$ cat src/rtl/pca_pkg.sv
package pca_pkg;

    typedef enum logic [2:0] {
        ST_IDLE,
        ST_CAPTURE,
        ST_SWTIMER,
        ST_HSOUT,
        ST_PWM
    } ch_state_e;

    localparam int CW        = 16;
    localparam int B_CMPEN   = 6;
    localparam int B_RISE    = 5;
    localparam int B_FALL    = 4;
    localparam int B_MATCH   = 3;
    localparam int B_TOGGLE  = 2;
    localparam int B_PWM     = 1;
    localparam int B_IRQEN   = 0;

    function automatic ch_state_e decode_mode(input logic [6:0] m);
        ch_state_e s;
        if (m[B_CMPEN] && m[B_PWM])                          s = ST_PWM;
        else if (m[B_CMPEN] && m[B_MATCH] && m[B_TOGGLE])    s = ST_HSOUT;
        else if (m[B_CMPEN] && m[B_MATCH])                   s = ST_SWTIMER;
        else if (!m[B_CMPEN] && (m[B_RISE] || m[B_FALL]))    s = ST_CAPTURE;
        else                                                 s = ST_IDLE;
        return s;
    endfunction

endpackage

$ cat src/rtl/pca_counter.sv
module pca_counter
    import pca_pkg::*;
(
    input  logic          clk,
    input  logic          rst_n,
    input  logic          step_req,
    input  logic          ld_lo,
    input  logic          ld_hi,
    input  logic [7:0]    ld_data,
    output logic [CW-1:0] cnt,
    output logic          full_wrap,
    output logic          low_wrap
);
    logic step;

    assign step      = step_req && !ld_lo && !ld_hi;
    assign full_wrap = step && (&cnt);
    assign low_wrap  = step && (&cnt[7:0]);

    always_ff @(posedge clk or negedge rst_n) begin
        if (!rst_n) begin
            cnt <= '0;
        end else if (ld_lo || ld_hi) begin
            if (ld_lo) cnt[7:0]    <= ld_data;
            if (ld_hi) cnt[15:8]   <= ld_data;
        end else if (step) begin
            cnt <= cnt + 1'b1;
        end
    end
endmodule

$ cat src/rtl/pca_edge_sync.sv
module pca_edge_sync #(
    parameter int N = 4
) (
    input  logic         clk,
    input  logic         rst_n,
    input  logic [N-1:0] din,
    output logic [N-1:0] rise,
    output logic [N-1:0] fall
);
    logic [N-1:0] s1, s2, s3;

    always_ff @(posedge clk or negedge rst_n) begin
        if (!rst_n) begin
            s1 <= '0;
            s2 <= '0;
            s3 <= '0;
        end else begin
            s1 <= din;
            s2 <= s1;
            s3 <= s2;
        end
    end

    assign rise = s2 & ~s3;
    assign fall = ~s2 & s3;
endmodule

$ cat src/rtl/pca_channel.sv
module pca_channel
    import pca_pkg::*;
(
    input  logic          clk,
    input  logic          rst_n,
    input  logic          step,
    input  logic [CW-1:0] cnt,
    input  logic          low_wrap,
    input  logic          rise,
    input  logic          fall,
    input  logic          wr_mode,
    input  logic          wr_lo,
    input  logic          wr_hi,
    input  logic          wr_ext,
    input  logic [7:0]    wdata,
    input  logic          flag_clr,
    output logic [6:0]    mode,
    output logic [CW-1:0] cmp,
    output logic [1:0]    ext,
    output logic          flag,
    output logic          pin,
    output logic          irq
);
    ch_state_e st_q, st_d;
    logic      tog_q;
    logic      cap_hit, match_hit, reload, pwm_level;

    // state register
    always_comb begin
        st_d = st_q;
        if (wr_mode) st_d = decode_mode(wdata[6:0]);
    end

    always_ff @(posedge clk or negedge rst_n) begin
        if (!rst_n) begin
            st_q <= ST_IDLE;
            mode <= '0;
        end else begin
            st_q <= st_d;
            if (wr_mode) mode <= wdata[6:0];
        end
    end

    // event decode per state
    always_comb begin
        cap_hit   = 1'b0;
        match_hit = 1'b0;
        reload    = 1'b0;
        unique case (st_q)
            ST_CAPTURE: cap_hit   = (mode[B_RISE] && rise) || (mode[B_FALL] && fall);
            ST_SWTIMER,
            ST_HSOUT:   match_hit = step && (cnt == cmp);
            ST_PWM:     reload    = low_wrap;
            ST_IDLE:    ;
            default:    ;
        endcase
    end

    assign pwm_level = !({1'b0, cnt[7:0]} < {ext[0], cmp[7:0]});

    // data registers
    always_ff @(posedge clk or negedge rst_n) begin
        if (!rst_n) begin
            cmp   <= '0;
            ext   <= '0;
            flag  <= 1'b0;
            tog_q <= 1'b0;
        end else begin
            if (cap_hit) begin
                cmp <= cnt;
            end else begin
                if (wr_lo)       cmp[7:0] <= wdata;
                else if (reload) cmp[7:0] <= cmp[15:8];
                if (wr_hi)       cmp[15:8] <= wdata;
            end
            if (wr_ext) begin
                ext <= wdata[1:0];
            end else if (reload) begin
                ext[0] <= ext[1];
            end
            if (cap_hit || match_hit) flag <= 1'b1;
            else if (flag_clr)        flag <= 1'b0;
            if (match_hit && st_q == ST_HSOUT) tog_q <= ~tog_q;
        end
    end

    // outputs per state
    always_comb begin
        unique case (st_q)
            ST_PWM:  pin = pwm_level;
            default: pin = tog_q;
        endcase
    end

    assign irq = flag && mode[B_IRQEN];
endmodule

$ cat src/rtl/pca_array.sv
module pca_array
    import pca_pkg::*;
#(
    parameter int NUM_CH = 4,
    parameter int AW     = 8
) (
    input  logic              clk,
    input  logic              rst_n,
    input  logic              run,
    input  logic              cnt_en,
    input  logic [NUM_CH-1:0] ext_in,
    input  logic              reg_wr,
    input  logic [AW-1:0]     reg_addr,
    input  logic [7:0]        reg_wdata,
    output logic [7:0]        reg_rdata,
    output logic [NUM_CH-1:0] mod_pin,
    output logic [NUM_CH-1:0] mod_flag,
    output logic [NUM_CH-1:0] mod_irq,
    output logic              ovf_flag
);
    localparam int A_CNTLO = 0;
    localparam int A_CNTHI = 1;
    localparam int A_FLAGS = 2;
    localparam int A_OVF   = 3;
    localparam int CH_BASE = 4;
    localparam int CH_SPAN = 4;

    logic [CW-1:0]     cnt_q;
    logic              full_wrap, low_wrap, step_req, ld_lo, ld_hi, ovf_clr;
    logic [NUM_CH-1:0] rise, fall;
    logic [6:0]        mode_a [NUM_CH];
    logic [CW-1:0]     cmp_a  [NUM_CH];
    logic [1:0]        ext_a  [NUM_CH];

    assign step_req = run && cnt_en;
    assign ld_lo    = reg_wr && (reg_addr == AW'(A_CNTLO));
    assign ld_hi    = reg_wr && (reg_addr == AW'(A_CNTHI));
    assign ovf_clr  = reg_wr && (reg_addr == AW'(A_OVF)) && reg_wdata[0];

    pca_counter u_cnt (
        .clk       (clk),
        .rst_n     (rst_n),
        .step_req  (step_req),
        .ld_lo     (ld_lo),
        .ld_hi     (ld_hi),
        .ld_data   (reg_wdata),
        .cnt       (cnt_q),
        .full_wrap (full_wrap),
        .low_wrap  (low_wrap)
    );

    pca_edge_sync #(.N(NUM_CH)) u_sync (
        .clk   (clk),
        .rst_n (rst_n),
        .din   (ext_in),
        .rise  (rise),
        .fall  (fall)
    );

    always_ff @(posedge clk or negedge rst_n) begin
        if (!rst_n)         ovf_flag <= 1'b0;
        else if (full_wrap) ovf_flag <= 1'b1;
        else if (ovf_clr)   ovf_flag <= 1'b0;
    end

    for (genvar g = 0; g < NUM_CH; g++) begin : g_ch
        localparam int BASE = CH_BASE + CH_SPAN * g;
        logic w_mode, w_lo, w_hi, w_ext, f_clr;
        assign w_mode = reg_wr && (reg_addr == AW'(BASE));
        assign w_lo   = reg_wr && (reg_addr == AW'(BASE + 1));
        assign w_hi   = reg_wr && (reg_addr == AW'(BASE + 2));
        assign w_ext  = reg_wr && (reg_addr == AW'(BASE + 3));
        assign f_clr  = reg_wr && (reg_addr == AW'(A_FLAGS)) && reg_wdata[g];

        pca_channel u_ch (
            .clk      (clk),
            .rst_n    (rst_n),
            .step     (step_req && !ld_lo && !ld_hi),
            .cnt      (cnt_q),
            .low_wrap (low_wrap),
            .rise     (rise[g]),
            .fall     (fall[g]),
            .wr_mode  (w_mode),
            .wr_lo    (w_lo),
            .wr_hi    (w_hi),
            .wr_ext   (w_ext),
            .wdata    (reg_wdata),
            .flag_clr (f_clr),
            .mode     (mode_a[g]),
            .cmp      (cmp_a[g]),
            .ext      (ext_a[g]),
            .flag     (mod_flag[g]),
            .pin      (mod_pin[g]),
            .irq      (mod_irq[g])
        );
    end

    always_comb begin
        reg_rdata = '0;
        if (reg_addr == AW'(A_CNTLO)) reg_rdata = cnt_q[7:0];
        if (reg_addr == AW'(A_CNTHI)) reg_rdata = cnt_q[15:8];
        if (reg_addr == AW'(A_FLAGS)) reg_rdata = 8'(mod_flag);
        if (reg_addr == AW'(A_OVF))   reg_rdata = {7'd0, ovf_flag};
        for (int i = 0; i < NUM_CH; i++) begin
            if (reg_addr == AW'(CH_BASE + CH_SPAN * i))     reg_rdata = {1'b0, mode_a[i]};
            if (reg_addr == AW'(CH_BASE + CH_SPAN * i + 1)) reg_rdata = cmp_a[i][7:0];
            if (reg_addr == AW'(CH_BASE + CH_SPAN * i + 2)) reg_rdata = cmp_a[i][15:8];
            if (reg_addr == AW'(CH_BASE + CH_SPAN * i + 3)) reg_rdata = {6'd0, ext_a[i]};
        end
    end
endmodule

$ cat config.mk
export PLATFORM = sky130hd
export DESIGN_NAME = pca_array
export DESIGN_NICKNAME = d
export VERILOG_FILES = /design/src/rtl/pca_pkg.sv /design/src/rtl/pca_counter.sv /design/src/rtl/pca_edge_sync.sv /design/src/rtl/pca_channel.sv /design/src/rtl/pca_array.sv
export SDC_FILE = /design/constraint.sdc
export NUM_CORES = 1
export LEC_CHECK = 0
export BUFFER_PORTS_ARGS = -buffer_cell sky130_fd_sc_hd__buf_2
export CAP_MARGIN = 20
export CELL_PAD_IN_SITES_DETAIL_PLACEMENT = 1
export CELL_PAD_IN_SITES_GLOBAL_PLACEMENT = 2
export CORE_ASPECT_RATIO = 0.7
export CORE_MARGIN = 4
export CORE_UTILIZATION = 40
export DETAILED_ROUTE_END_ITERATION = 16
export GPL_ROUTABILITY_DRIVEN = 0
export PLACE_DENSITY = 0.8
export SETUP_SLACK_MARGIN = 0.4
export SYNTH_ARGS = -nofsm -noshare
export SYNTH_HDL_FRONTEND = slang
export SYNTH_SLANG_ARGS = --single-unit
$ cat constraint.sdc
create_clock -name clk -period 3 [get_ports clk]
set_input_delay 0.15 -clock clk [delete_from_list [all_inputs] [get_ports clk]]
set_output_delay 0.15 -clock clk [all_outputs]
set_load 0.005 [all_outputs]
==> results.json <==
{
  "avgSynthCellArea_um2": 9.00,
  "fin_crit_ns": 2.56,
  "fillers": 2751,
  "crit_end": "reg_rdata[6]",
  "yosysTopAreaCellShare_pct": 37.8,
  "synthDistinctLibCells": 67,
  "antenna_found_initial": 1,
  "path_class": "input pin to output port",
  "cp_max_fo": 9,
  "critical_path_required_ns": 2.85,
  "grt_max_degree": 56,
  "rsz0062_at_grt": "yes",
  "rows": 47,
  "cap_violations": 0,
  "portBuffers": 45,
  "ir_drop_mv": 0.417,
  "grt_util_all_layers_pct": 29.2,
  "max_slew_margin_pct": 35.0,
  "clk_pin_slew_ns": 0.07,
  "nets": 1198,
  "drtAntennaViolNets": 0,
  "hold_viol_final": 0,
  "dp_hpwl_um": 28400,
  "maxSlewViolCount": 0,
  "syn_to_final_growth_pct": 15.5,
  "place_area_mm2": 0.0106,
  "synth_seq_cells": 149,
  "yosysWarningCount": 0,
  "drive_above_1_share_pct": 21.2,
  "initial_core_util_pct": 41.3,
  "die_w_um": 196,
  "gr-total-overflow": 0,
  "multi_input_area_mm2": 0.00566,
  "syn-num-nets": 1156,
  "netlist_area_mm2": 0.00988,
  "die_h_um": 139,
  "cts_buffer_depth": 2,
  "cts_made_buffers": 17,
  "via_count": 8952,
  "crit_start": "reg_addr[3]",
  "drtPass1Iterations": 5,
  "rr_worst_depth": 9,
  "synth_edf_count": 0,
  "rr_startpoint": "u_cnt.cnt[0]",
  "design_area_mm2": 0.0114,
  "wl_um": 40000,
  "synth_top_cell_by_area": "dfrtp_1",
  "synthArstFlopShare_pct": 100,
  "core_mm2": 0.0239,
  "r2r-end": "g_ch[0].u_ch.cmp[2]",
  "ys_top_cells_by_area": "dfrtp_1, mux2i_1, mux2_2, o21ai_0, nand2_1",
  "min_period_over_period_pct": 85.4,
  "fin_tns_setup_ns": 0,
  "run_status": "complete, no violations",
  "wl_per_cell_um": 27.2,
  "leakagePower_nw": 4.81,
  "setup_viol": 0,
  "grt_pass1_vias": 8961,
  "worstMarginPinSlew_ns": 0.972,
  "synth-main-ff-cell": "dfrtp_1",
  "grt_pass1_wl_um": 60000,
  "drc_errors": 0,
  "synth_common_cells": "dfrtp_1, nand2_1, o21ai_0",
  "power_density_mw_per_mm2": 596,
  "clock_skew_ns": 0.0124,
  "synth_most_common_cell": "dfrtp_1",
  "htree_num_levels": 4,
  "synth-seq-area-share_pct": 37.8,
  "cp.arrival_ns": 2.41,
  "crit_path_end_kind": "output port",
  "seqCellArea_mm2": 0.00373,
  "cts.sinks": 149,
  "first_iter_violations": 622,
  "hp-class": "input pin to flip-flop",
  "tritoncts": "built",
  "startpoint_type": "input pin",
  "viasPerCell": 6.08,
  "syn_inst": 1098,
  "fmax_mhz": 390,
  "die-area_mm2": 0.0273,
  "clock_latency_ns": 0.45,
  "reg2reg_slack_ns": 0.51,
  "cts-root-buf": "clkbuf_16",
  "ioPinCount": 46
}
[power breakdown]
part	leakage, nW	switching, mW	total (mW)	internal (mW)
registers	1.84	0.260	2.45	2.19
clock network	0.306	0.933	2.34	1.41
logic	2.67	1.21	2.00	0.791
[metal layers]
metal | GRT usage, % | vias up | share of wire [%]
li1 | - | 3986 | -
met1 | 42.9 | 4601 | 47
met3 | 7.59 | 39 | 7.6
met2 | 43.5 | 326 | 44
met5 | 0 | - | 0
met4 | 6.24 | 0 | 1.5
[how the worst min path moves through the flow]
stage,from,end,cells past startpoint
5_1_grt,reg_wdata[7],g_ch[0].u_ch.cmp[15],3
3_5_place_dp,rst_n,u_cnt.cnt[1],1
3_3_place_gp,rst_n,u_cnt.cnt[5],1
6_report,reg_wdata[7],g_ch[0].u_ch.cmp[15],3
4_1_cts,reg_wdata[7],g_ch[0].u_ch.cmp[15],3
2_1_floorplan,rst_n,g_ch[0].u_ch.cmp[0],0
[layout make-up]
type / instances / area share, %
Clock buffer: 18 / 3.85
Timing Repair Buffer: 116 / 7.30
Sequential cell: 149 / 32.7
Antenna cell: 1 / 0.0219
Tap cell: 318 / 3.49
Inverter: 42 / 1.41
Clock inverter: 14 / 1.60
Multi-Input combinational cell: 814 / 49.6
[critical path, cell delays in order]
cell     delay, ns
buf_2         0.17
or4_1         0.68
nor3b_4       0.49
o21ai_0       0.29
o21ai_0       0.14
nand2_1       0.07
a32o_1        0.28
buf_2         0.13
[cells by family (layout without fill, tap and decap cells)]
group,count (synthesis),count (layout),share of synthesized area (%)
AND/OR/NAND/NOR,319,319,15.8
AO/OA/AOI/OAI,282,282,17.5
flip-flops,149,149,37.8
buffers and inverters,135,190,5.76
XOR/XNOR,36,36,3.19
other,0,1,0
adder cells (fa/ha/maj),33,33,4.18
multiplexers,144,144,15.7
[placed cells by master (no fill, tap or decap), drive strengths merged, types with 4 or more instances in the layout]
cell         instances
a211oi               7
a21oi               55
a22oi                7
a2bb2oi              7
a31oi                8
and2                 7
and3                 7
buf                111
bufinv               4
clkbuf              18
clkinv               7
dfrtp              149
dlygate4sd3          5
ha                  33
inv                 42
mux2                60
mux2i               81
nand2              143
nand2b               5
nand3               21
nand3b              10
nand4               16
nand4b               4
nor2                52
nor2b               14
nor3                16
nor3b                5
nor4                 9
o211ai               4
o21a                12
o21ai              132
o22a                10
o22ai               15
xnor2               16
xor2                20
[registers in the layout, summed over array words and instances, names as in the netlist, 8 cells and up]
| register | flops |
|---|---|
| g_ch.u_ch.ext | 8 |
| u_cnt.cnt | 16 |
| g_ch.u_ch.cmp | 64 |
| g_ch.u_ch.st_q | 12 |
| g_ch.u_ch.mode | 28 |
[per-stage QoR]
step | util [%] | worst slack [ns] | instances | power, mW | hold slack, ns
3_5_place_dp | 44.2 | 0.307 | 1426 | 4.32 | 0.173
5_1_grt | 47.7 | 0.372 | 1471 | 7.14 | 0.197
6_report | 47.7 | 0.439 | 1472 | 6.80 | 0.200
2_1_floorplan | - | 0.705 | 1098 | 3.47 | -0.146
3_3_place_gp | 44.2 | 0.344 | 1426 | 4.26 | 0.170
4_1_cts | 47.2 | 0.400 | 1465 | 6.70 | 0.188
[what timing repair did]
item	4_1_cts	5_1_grt
pin swaps	0	3
endpoints found under the setup margin	5	13
resized for setup	5	15
setup buffers	2	5
hold buffers	5	0
hold endpoints to repair	56	0
Power figures use the tool's default switching activity.
